**src/rtl/nfc_pkg.sv**
```systemverilog
`timescale 1ns/1ps
package nfc_pkg;
  localparam int COL_W = 12;
  localparam int ROW_W = 17;

  typedef enum logic [1:0] {ST_IDLE, ST_ADDR, ST_CONF, ST_DATA} seq_t;
  typedef enum logic [2:0] {OP_READ, OP_PROG, OP_ERASE, OP_RCOL, OP_ID} op_t;
  typedef enum logic [1:0] {OUT_STATUS, OUT_ID, OUT_DATA} out_t;

  localparam logic [7:0] C_RD    = 8'h00;
  localparam logic [7:0] C_RD_GO = 8'h30;
  localparam logic [7:0] C_PG    = 8'h80;
  localparam logic [7:0] C_PG_GO = 8'h10;
  localparam logic [7:0] C_ER    = 8'h60;
  localparam logic [7:0] C_ER_GO = 8'hD0;
  localparam logic [7:0] C_RC    = 8'h05;
  localparam logic [7:0] C_RC_GO = 8'hE0;
  localparam logic [7:0] C_ID    = 8'h90;
  localparam logic [7:0] C_ST    = 8'h70;
  localparam logic [7:0] C_RST   = 8'hFF;

  // index of the final address cycle for each operation
  function automatic logic [2:0] addr_last(op_t op);
    case (op)
      OP_READ, OP_PROG: return 3'd4;
      OP_ERASE:         return 3'd2;
      OP_RCOL:          return 3'd1;
      default:          return 3'd0;
    endcase
  endfunction

  // erase carries row bytes only, so its cycles land two slots later
  function automatic logic [2:0] addr_slot(op_t op, logic [2:0] n);
    return (op == OP_ERASE) ? n + 3'd2 : n;
  endfunction

  function automatic logic [7:0] status_byte(logic wp_n, logic rdy, logic fail);
    return {wp_n, rdy, 5'b0, fail};
  endfunction
endpackage

```
**src/rtl/nfc_busy_timer.sv**
```systemverilog
`timescale 1ns/1ps
module nfc_busy_timer #(
  parameter int W = 8
) (
  input  logic         clk,
  input  logic         rst_n,
  input  logic         start,
  input  logic [W-1:0] load,
  input  logic         abort,
  output logic         ready
);
  logic [W-1:0] cnt;

  always_ff @(posedge clk) begin
    if (!rst_n)                cnt <= '0;
    else if (abort)            cnt <= '0;
    else if (start)            cnt <= (load == '0) ? W'(1) : load;
    else if (cnt != '0)        cnt <= cnt - W'(1);
  end

  assign ready = (cnt == '0);


  busy_start_chk: assert property (@(posedge clk) disable iff (!rst_n)
    (start && !abort) |=> !ready);

  busy_abort_chk: assert property (@(posedge clk) disable iff (!rst_n)
    abort |=> ready);

  idle_hold_chk: assert property (@(posedge clk) disable iff (!rst_n)
    (ready && !start) |=> ready);
endmodule

```
**src/rtl/nfc_page_buf.sv**
```systemverilog
`timescale 1ns/1ps
module nfc_page_buf #(
  parameter int DEPTH = 64,
  localparam int AW = $clog2(DEPTH)
) (
  input  logic          clk,
  input  logic          rst_n,
  input  logic          we,
  input  logic [AW-1:0] waddr,
  input  logic [7:0]    wdata,
  input  logic [AW-1:0] raddr,
  output logic [7:0]    rdata
);
  logic [7:0] mem [DEPTH];

  always_ff @(posedge clk) begin
    if (!rst_n) begin
      for (int i = 0; i < DEPTH; i++) mem[i] <= 8'hFF;
    end else if (we) begin
      mem[waddr] <= wdata;
    end
  end

  assign rdata = mem[raddr];
endmodule

```
**src/rtl/nfc_seq.sv**
```systemverilog
`timescale 1ns/1ps
module nfc_seq
  import nfc_pkg::*;
#(
  parameter int          BUF_DEPTH = 64,
  parameter int          BUSY_W    = 8,
  parameter logic [7:0]  ID3       = 8'h95,
  parameter logic [7:0]  ID4       = 8'h44,
  parameter logic [7:0]  ID5       = 8'h81
) (
  input  logic              clk,
  input  logic              rst_n,
  input  logic              wr_stb,
  input  logic              rd_stb,
  input  logic              cmd_lat,
  input  logic              addr_lat,
  input  logic [7:0]        io_in,
  input  logic              wr_protect_n,
  input  logic [BUSY_W-1:0] busy_cycles,
  output logic [7:0]        io_out,
  output logic              ready,
  output logic [COL_W-1:0]  col_addr,
  output logic [ROW_W-1:0]  row_addr
);
  localparam int BUF_AW = $clog2(BUF_DEPTH);

  seq_t st;
  op_t  op;
  out_t om;
  logic [2:0]       acnt, id_idx;
  logic [COL_W-1:0] col_stg, col_nx, col_q, wr_ptr, rd_ptr;
  logic [ROW_W-1:0] row_stg, row_nx, row_q;
  logic             fail_q, busy_pe;
  logic [7:0]       buf_rd;

  // named events for the assertions
  logic cmd_evt, adr_evt, dat_evt, live_cmd, cmd_ok, unk_evt;
  logic go_read, go_pe, start_busy, wp_abort, abort, adr_live, dat_live, last_adr;

  assign cmd_evt  = wr_stb & cmd_lat & ~addr_lat;
  assign adr_evt  = wr_stb & addr_lat & ~cmd_lat;
  assign dat_evt  = wr_stb & ~cmd_lat & ~addr_lat;
  assign live_cmd = cmd_evt & ready;

  always_comb begin
    case (io_in)
      C_RD, C_PG, C_ER, C_ID, C_ST, C_RST: cmd_ok = 1'b1;
      C_RC:    cmd_ok = (om == OUT_DATA);
      C_RD_GO: cmd_ok = (st == ST_CONF) && (op == OP_READ);
      C_PG_GO: cmd_ok = (st == ST_DATA) && (op == OP_PROG);
      C_ER_GO: cmd_ok = (st == ST_CONF) && (op == OP_ERASE);
      C_RC_GO: cmd_ok = (st == ST_CONF) && (op == OP_RCOL);
      default: cmd_ok = 1'b0;
    endcase
  end

  assign unk_evt    = live_cmd & ~cmd_ok;
  assign go_read    = live_cmd & cmd_ok & (io_in == C_RD_GO);
  assign go_pe      = live_cmd & cmd_ok & wr_protect_n & ((io_in == C_PG_GO) | (io_in == C_ER_GO));
  assign start_busy = go_read | go_pe;
  assign wp_abort   = ~ready & busy_pe & ~wr_protect_n;
  assign abort      = wp_abort | (cmd_evt & ~ready & (io_in == C_RST));
  assign adr_live   = adr_evt & ready & (st == ST_ADDR);
  assign last_adr   = (acnt == addr_last(op));
  assign dat_live   = dat_evt & ready & (st == ST_DATA);

  // place the current address byte into the staging copy
  always_comb begin
    col_nx = col_stg;
    row_nx = row_stg;
    case (addr_slot(op, acnt))
      3'd0: col_nx[7:0]   = io_in;
      3'd1: col_nx[11:8]  = io_in[3:0];
      3'd2: row_nx[7:0]   = io_in;
      3'd3: row_nx[15:8]  = io_in;
      3'd4: row_nx[16]    = io_in[0];
      default: ;
    endcase
  end

  always_ff @(posedge clk) begin
    if (!rst_n) begin
      st <= ST_IDLE; op <= OP_READ; om <= OUT_STATUS;
      acnt <= '0; id_idx <= '0;
      col_stg <= '0; row_stg <= '0; col_q <= '0; row_q <= '0;
      wr_ptr <= '0; rd_ptr <= '0; fail_q <= 1'b0; busy_pe <= 1'b0;
    end else begin
      if (start_busy) busy_pe <= go_pe;
      if (abort) busy_pe <= 1'b0;
      if (wp_abort) fail_q <= 1'b1;

      if (cmd_evt && !ready) begin
        if (io_in == C_ST) om <= OUT_STATUS;
        if (io_in == C_RST) begin st <= ST_IDLE; om <= OUT_STATUS; end
      end else if (unk_evt) begin
        st <= ST_IDLE;
      end else if (live_cmd) begin
        case (io_in)
          C_RD: begin st <= ST_ADDR; op <= OP_READ;  acnt <= '0; end
          C_PG: begin st <= ST_ADDR; op <= OP_PROG;  acnt <= '0; end
          C_ER: begin st <= ST_ADDR; op <= OP_ERASE; acnt <= '0; end
          C_ID: begin st <= ST_ADDR; op <= OP_ID;    acnt <= '0; end
          C_RC: begin st <= ST_ADDR; op <= OP_RCOL;  acnt <= '0; end
          C_RD_GO: begin
            st <= ST_IDLE; col_q <= col_stg; row_q <= row_stg;
            rd_ptr <= col_stg; om <= OUT_DATA;
          end
          C_PG_GO: begin st <= ST_IDLE; fail_q <= ~wr_protect_n; end
          C_ER_GO: begin
            st <= ST_IDLE; fail_q <= ~wr_protect_n;
            if (wr_protect_n) row_q <= row_stg;
          end
          C_RC_GO: begin
            st <= ST_IDLE; col_q <= col_stg; rd_ptr <= col_stg; om <= OUT_DATA;
          end
          C_ST:  om <= OUT_STATUS;
          C_RST: begin st <= ST_IDLE; om <= OUT_STATUS; end
          default: ;
        endcase
      end

      if (adr_live) begin
        if (op != OP_ID) begin col_stg <= col_nx; row_stg <= row_nx; end
        acnt <= acnt + 3'd1;
        if (last_adr) begin
          case (op)
            OP_PROG: begin
              st <= ST_DATA; col_q <= col_nx; row_q <= row_nx; wr_ptr <= col_nx;
            end
            OP_ID:   begin st <= ST_IDLE; om <= OUT_ID; id_idx <= '0; end
            default: st <= ST_CONF;
          endcase
        end
      end

      if (dat_live) wr_ptr <= wr_ptr + COL_W'(1);

      if (rd_stb) begin
        if (om == OUT_ID && id_idx < 3'd5) id_idx <= id_idx + 3'd1;
        if (om == OUT_DATA) rd_ptr <= rd_ptr + COL_W'(1);
      end
    end
  end

  nfc_busy_timer #(.W(BUSY_W)) u_timer (
    .clk(clk), .rst_n(rst_n), .start(start_busy), .load(busy_cycles),
    .abort(abort), .ready(ready)
  );

  nfc_page_buf #(.DEPTH(BUF_DEPTH)) u_buf (
    .clk(clk), .rst_n(rst_n), .we(dat_live), .waddr(wr_ptr[BUF_AW-1:0]),
    .wdata(io_in), .raddr(rd_ptr[BUF_AW-1:0]), .rdata(buf_rd)
  );

  always_comb begin
    case (om)
      OUT_ID: begin
        case (id_idx)
          3'd0: io_out = 8'h98;
          3'd1: io_out = 8'hDA;
          3'd2: io_out = ID3;
          3'd3: io_out = ID4;
          3'd4: io_out = ID5;
          default: io_out = 8'h00;
        endcase
      end
      OUT_DATA: io_out = buf_rd;
      default:  io_out = status_byte(wr_protect_n, ready, fail_q);
    endcase
  end

  assign col_addr = col_q;
  assign row_addr = row_q;


  unk_idle_chk: assert property (@(posedge clk) disable iff (!rst_n)
    unk_evt |=> (st == ST_IDLE) && $stable(col_q) && $stable(row_q));

  busy_ignore_chk: assert property (@(posedge clk) disable iff (!rst_n)
    (cmd_evt && !ready && io_in != C_ST && io_in != C_RST) |=> $stable(st) && $stable(op) && $stable(om));

  extra_addr_chk: assert property (@(posedge clk) disable iff (!rst_n)
    (adr_evt && st != ST_ADDR) |=> $stable(col_q) && $stable(row_q) && $stable(st));

  wp_abort_chk: assert property (@(posedge clk) disable iff (!rst_n)
    (!wr_protect_n && busy_pe && !ready) |=> ready && fail_q);
endmodule

```
**config.mk**
```make
export PLATFORM = sky130hd
export DESIGN_NAME = nfc_seq
export DESIGN_NICKNAME = d
export VERILOG_FILES = /design/src/rtl/nfc_pkg.sv /design/src/rtl/nfc_busy_timer.sv /design/src/rtl/nfc_page_buf.sv /design/src/rtl/nfc_seq.sv
export SDC_FILE = /design/constraint.sdc
export NUM_CORES = 1
export LEC_CHECK = 0
export BUFFER_PORTS_ARGS = -buffer_cell sky130_fd_sc_hd__buf_2
export CORE_ASPECT_RATIO = 1.25
export CORE_UTILIZATION = 45
export CTS_CLUSTER_SIZE = 20
export DETAILED_ROUTE_END_ITERATION = 8
export PLACE_DENSITY = 0.71
export SLEW_MARGIN = 20
export SYNTH_ARGS = -nofsm -noshare
export SYNTH_HDL_FRONTEND = slang
export SYNTH_SLANG_ARGS = --single-unit
```
**constraint.sdc**
```tcl
create_clock -name clk -period 3.6 [get_ports clk]
set_clock_uncertainty 0.15 [all_clocks]
set_input_delay 0.54 -clock clk [delete_from_list [all_inputs] [get_ports clk]]
set_output_delay 0.54 -clock clk [all_outputs]
set_load 0.02 [all_outputs]
```
**After elaboration in Yosys (flattened, before gate mapping)**

Memories as Yosys holds them, arrays and structs flattened. A register that Yosys moved wholly into a read port is not among the register bits.
Index checks and enable logic that the tools add are counted.

- Register bits after elaboration: 105
- ROM bits: 0
- Bits in latches: 0
- Memories kept: 1
- Output and inout bits: 38
- RAM bits: 512

Memory list:

| memory | depth | width | read ports | clocked after memory_dff | write ports | line | text |
|---|---|---|---|---|---|---|---|
| u_buf.mem | 64 | 8 | 1 | 1 | 64 | nfc_page_buf.sv:14 | `logic [7:0] mem [DEPTH];` |

- $add $sub $neg: 6
- Shift operators: 0
- $mul: 0
- Equality and inequality tests: 31
- Mux-type cells: 79
- Bitwise logic cells: 31
- Order comparisons: 1
- Divide/modulo/power cells: 0
- Reductions and logical operators: 34

Operators with widths:

| kind | count |
|---|---|
| $mux 12 | 17 |
| $mux 17 | 7 |
| $mux 8 | 7 |
| $eq 8x8->1 const B | 5 |
| $pmux 8 s5 | 1 |
| $pmux 17 s2 | 1 |
| $mux 3 | 11 |
| $mux 2 | 14 |
| $add 12x1->12 const B | 2 |
| $logic_not 8->1 | 3 |
| $and 1x1->1 | 20 |
| $eq 3x2->1 const B | 6 |
| $eq 8x7->1 const B | 2 |
| $pmux 8 s2 | 1 |
| $pmux 3 s5 | 1 |
| $mux 6 | 2 |
| $pmux 2 s2 | 3 |
| $reduce_bool 2->1 | 6 |
| $mux 1 | 11 |
| $reduce_or 2->1 | 5 |
| $reduce_or 5->1 | 2 |
| $eq 3x1->1 const B | 3 |
| $eq 3x3->1 const B | 3 |
| $logic_not 3->1 | 3 |
| 27 further kinds | 46 |

**Longest topological paths before layout**

- Word-level depth: 10
- Gate-level depth with buffers: 11

**Modules after synthesis**

A second synthesis with hierarchy kept.

- Cell total of the unflattened synthesis: 2247
- Area total of the unflattened synthesis: 29306.9 µm²

Modules (own cells, without submodules):

| module | area each (µm²) | cells an instance | sequential area each (µm²) | times used |
|---|---|---|---|---|
| nfc_page_buf | 23924.2 | 1607 | 15374.7 | 1 |
| nfc_seq | 4889.7 | 578 | 1701.6 | 1 |
| nfc_busy_timer | 493.0 | 62 | 160.2 | 1 |

**Least setup slack after synthesis**

Ideal clock, no wire load.

- Path kind: register to register
- Start point: reg u_timer.cnt[0]
- End point: mem u_buf.mem[21][0], enable pin
- Data required time: 3.066 ns
- Library setup time: 0.384 ns
- Clock period less this slack: 3.418 ns
- Buffers on the path: 3
- Data arrival time: 2.884 ns
- Cell stages (with the launch flop): 10
- Slack: 0.182 ns
- Cell sequence: dfxtp_1 inv_1 ha_1 or3b_2 or3_1 buf_6 or3_1 buf_6 clkbuf_1 o21ai_0

RTL lines:

| item | line | text |
|---|---|---|
| from (decl) | nfc_busy_timer.sv:12 | `logic [W-1:0] cnt;` |
| from (signal assigned) | nfc_busy_timer.sv:17 | `else if (start) cnt <= (load == '0) ? W'(1) : load;` |
| from (signal assigned) | nfc_busy_timer.sv:18 | `else if (cnt != '0) cnt <= cnt - W'(1);` |
| to (decl) | nfc_page_buf.sv:14 |  |

==> impl_metrics.ini <==
[synth]
ys_seq_area_share_pct = 59.2
ys_ff_latch = 605
synth_cell_types = 76
synth.area.top_cells = edfxtp_1, mux4_2, dfxtp_1, or3_1, or2_2
synth_cells = 2329
synth-main-ff-cell = edfxtp_1
avgSynthCellArea_um2 = 12.5
synth_nets = 2364
async_reset_ff_share_pct = 0
synth.top_cell.area_share_pct = 52.8
synth_area_mm2 = 0.0291
synth_edf_count = 512
yosysWarnings = 0
synth_largest_area_cell = edfxtp_1

[die]
die_y_um = 286
coreArea_mm2 = 0.0635
die_x_um = 229
io_pins = 61
rows = 103
start_util_pct = 45.8
dieArea_mm2 = 0.0657

[worst_setup_path]
cp.arrival_ps = 3050
crit_required_ps = 2910
reg2reg_from = u_timer.cnt[1]
cp_max_fo = 6
end_kind = output port
crit_type = reg2out
r2r_slack_ps = 310
crit_path_start_kind = flip-flop
r2r_end = u_buf.mem[43][1]
reg2regPathDepth = 9

[sta]
fin_crit_sh_pct = 104
finalCriticalPeriod_ps = 3740
rsz0062_at_grt = yes
holdWs_ps = 51.3
fin_ws_ps = -138
slew_viol_final = 0
slew_headroom_pct = 34.5
hold_violations = 0
setup_violations = 5
fmax_mhz = 267
tightest_slew_ps = 982

[global_routing]
grtUsageTotal_pct = 23.8
overflow = 0
grt_max_degree = 108
grt_pass1_wl_mm = 119
grt_pass1_vias = 19929
antenna_found_initial = 1

[detailed_routing]
wire_per_inst_um = 23.8
wirelength_mm = 77.6
drtIter0Drc = 2022
viasPerCell = 6.08
drtPass1Iterations = 7
ant_nets = 0
vias = 19829
drc = 0

[place]
dp_hpwl_mm = 48.5
port_buffers = 60
place.gp.congestion = 0.849

[clock_tree]
cts.path.max_buffers = 3
cts_sinks = 605
clock_latency_ps = 610
clockRootBuffer = clkbuf_16
h-tree-depth = 2
cts_hold_buf = 0
cts_tree = done
cts_made_buffers = 59
path_clk_slew_ps = 70

[min_path]
min_path_cells = 3
hold_path.class = in2reg
hp-start = busy_cycles[6]
worstHoldEndpoint = u_timer.cnt[6]

[power_and_ir_drop]
vdd_drop_max_mv = 0.391
leakage_nw = 10.6
totalPowerFinal_w = 0.0157
powerDensity_mw_per_mm2 = 471

[run]
maxCapViolations = 0

[cells_and_area]
drive_gt1_share_pct = 28.7
nNetsFinal = 2407
diodes = 0
syn_to_final_growth_pct = 14.6

[outcome]
outcome = finished with violations
violations = setup timing
==> per-layer routing <==
metal | up-vias | global-route usage [%] | share of wire (%)
met1 | 9873 | 30.3 | 38
met5 | - | 0 | 0.017
met2 | 917 | 39.4 | 49
met3 | 187 | 4.26 | 8.3
li1 | 8850 | - | -
met4 | 2 | 11.3 | 4.4
==> power by group <==
part	switching (W)	internal (W)	total, W
registers	0.000130	0.00790	0.00803
clock network	0.00270	0.00390	0.00660
logic	0.000702	0.000370	0.00107
==> worst max-delay path, cell delays in order, from the launching register on <==
cell	delay, ps
dfxtp_4	390
buf_12	160
buf_16	140
mux4_2	530
mux4_2	560
mux2_4	300
a22o_1	220
buf_6	140
==> Yosys cell counts, drive strengths merged, types with 15 or more instances <==
master / n
nor2: 83
mux4: 109
o21ai: 85
a22oi: 33
clkbuf: 192
a22o: 19
nand3: 103
or2: 196
dfxtp: 93
a21oi: 92
buf: 44
edfxtp: 512
mux2i: 84
nor3: 15
mux2: 27
or3: 197
nand2: 210
a211oi: 21
==> worst max path at each step <==
stage / slack, ps / from / cells past startpoint / to
floorplan: 180 / u_timer.cnt[0] / 9 / u_buf.mem[21][0]
global placement: 380 / rd_ptr[1] / 8 / io_out[1]
detailed placement: 330 / u_timer.cnt[0] / 9 / u_buf.mem[43][1]
CTS: -150 / rd_ptr[0] / 7 / io_out[5]
global route: -180 / rd_ptr[0] / 7 / io_out[5]
finish: -140 / rd_ptr[0] / 7 / io_out[5]
==> final cells by class <==
class / instances / area, µm²
Fill cell: 5165 / 30200
Inverter: 14 / 52.6
Clock buffer: 72 / 1580
Clock inverter: 40 / 485
Sequential cell: 605 / 17200
Timing Repair Buffer: 218 / 1920
Multi-Input combinational cell: 1474 / 11000
Tap cell: 840 / 1050
==> logic make-up after synthesis <==
logic type                 synth area share [%]
AOI/OAI and AO/OA                          7.53
buffers and inverters                      3.54
muxes                                      12.4
xor gates and xnor gates                  0.271
and+or+nand+nor                            16.5
adders and majority gates                 0.516
DFF                                        59.2
==> state kept, by name (all words and copies together), names as in the netlist <==
register     count
col_stg         12
u_buf.mem      512
fail_q           1
wr_ptr           6
u_timer.cnt      8
row_addr        17
row_stg         17
rd_ptr           6
st               2
id_idx           3
busy_pe          1
op               3
acnt             3
col_addr        12
om               2
==> stage by stage <==
step	instance area (µm²)	setup TNS [ps]	setup WS, ps	utilization (%)	std cells
global route	33300	-842	-178	52.5	3263
global placement	30700	0	378	48.3	3125
CTS	33300	-357	-147	52.4	3260
finish	33300	-354	-138	52.5	3263
floorplan	29100	0	182	-	2329
detailed placement	30700	0	331	48.3	3125
==> cell usage in the layout (no fill, tap or decap), types with 17 or more instances in the layout <==
master / instances
buf_4: 129
a22oi_1: 27
edfxtp_1: 512
nand3_1: 102
o21ai_0: 78
or3_1: 196
nor2_1: 83
mux2i_1: 79
dfxtp_1: 91
a22o_1: 19
clkbuf_16: 59
mux4_2: 109
nand2_1: 209
buf_12: 17
mux2_2: 25
a21oi_1: 89
or2_2: 195
buf_2: 55
==> repair_timing <==
item / CTS / global route
setup endpoints to repair: 8 / 8
setup buffers: 18 / 3
resized for setup: 52 / 12
pin swaps: 6 / 3
endpoints found under the hold margin: 0 / 0
cloned: 5 / 0
No activity file was read; power rests on OpenSTA's default activity.
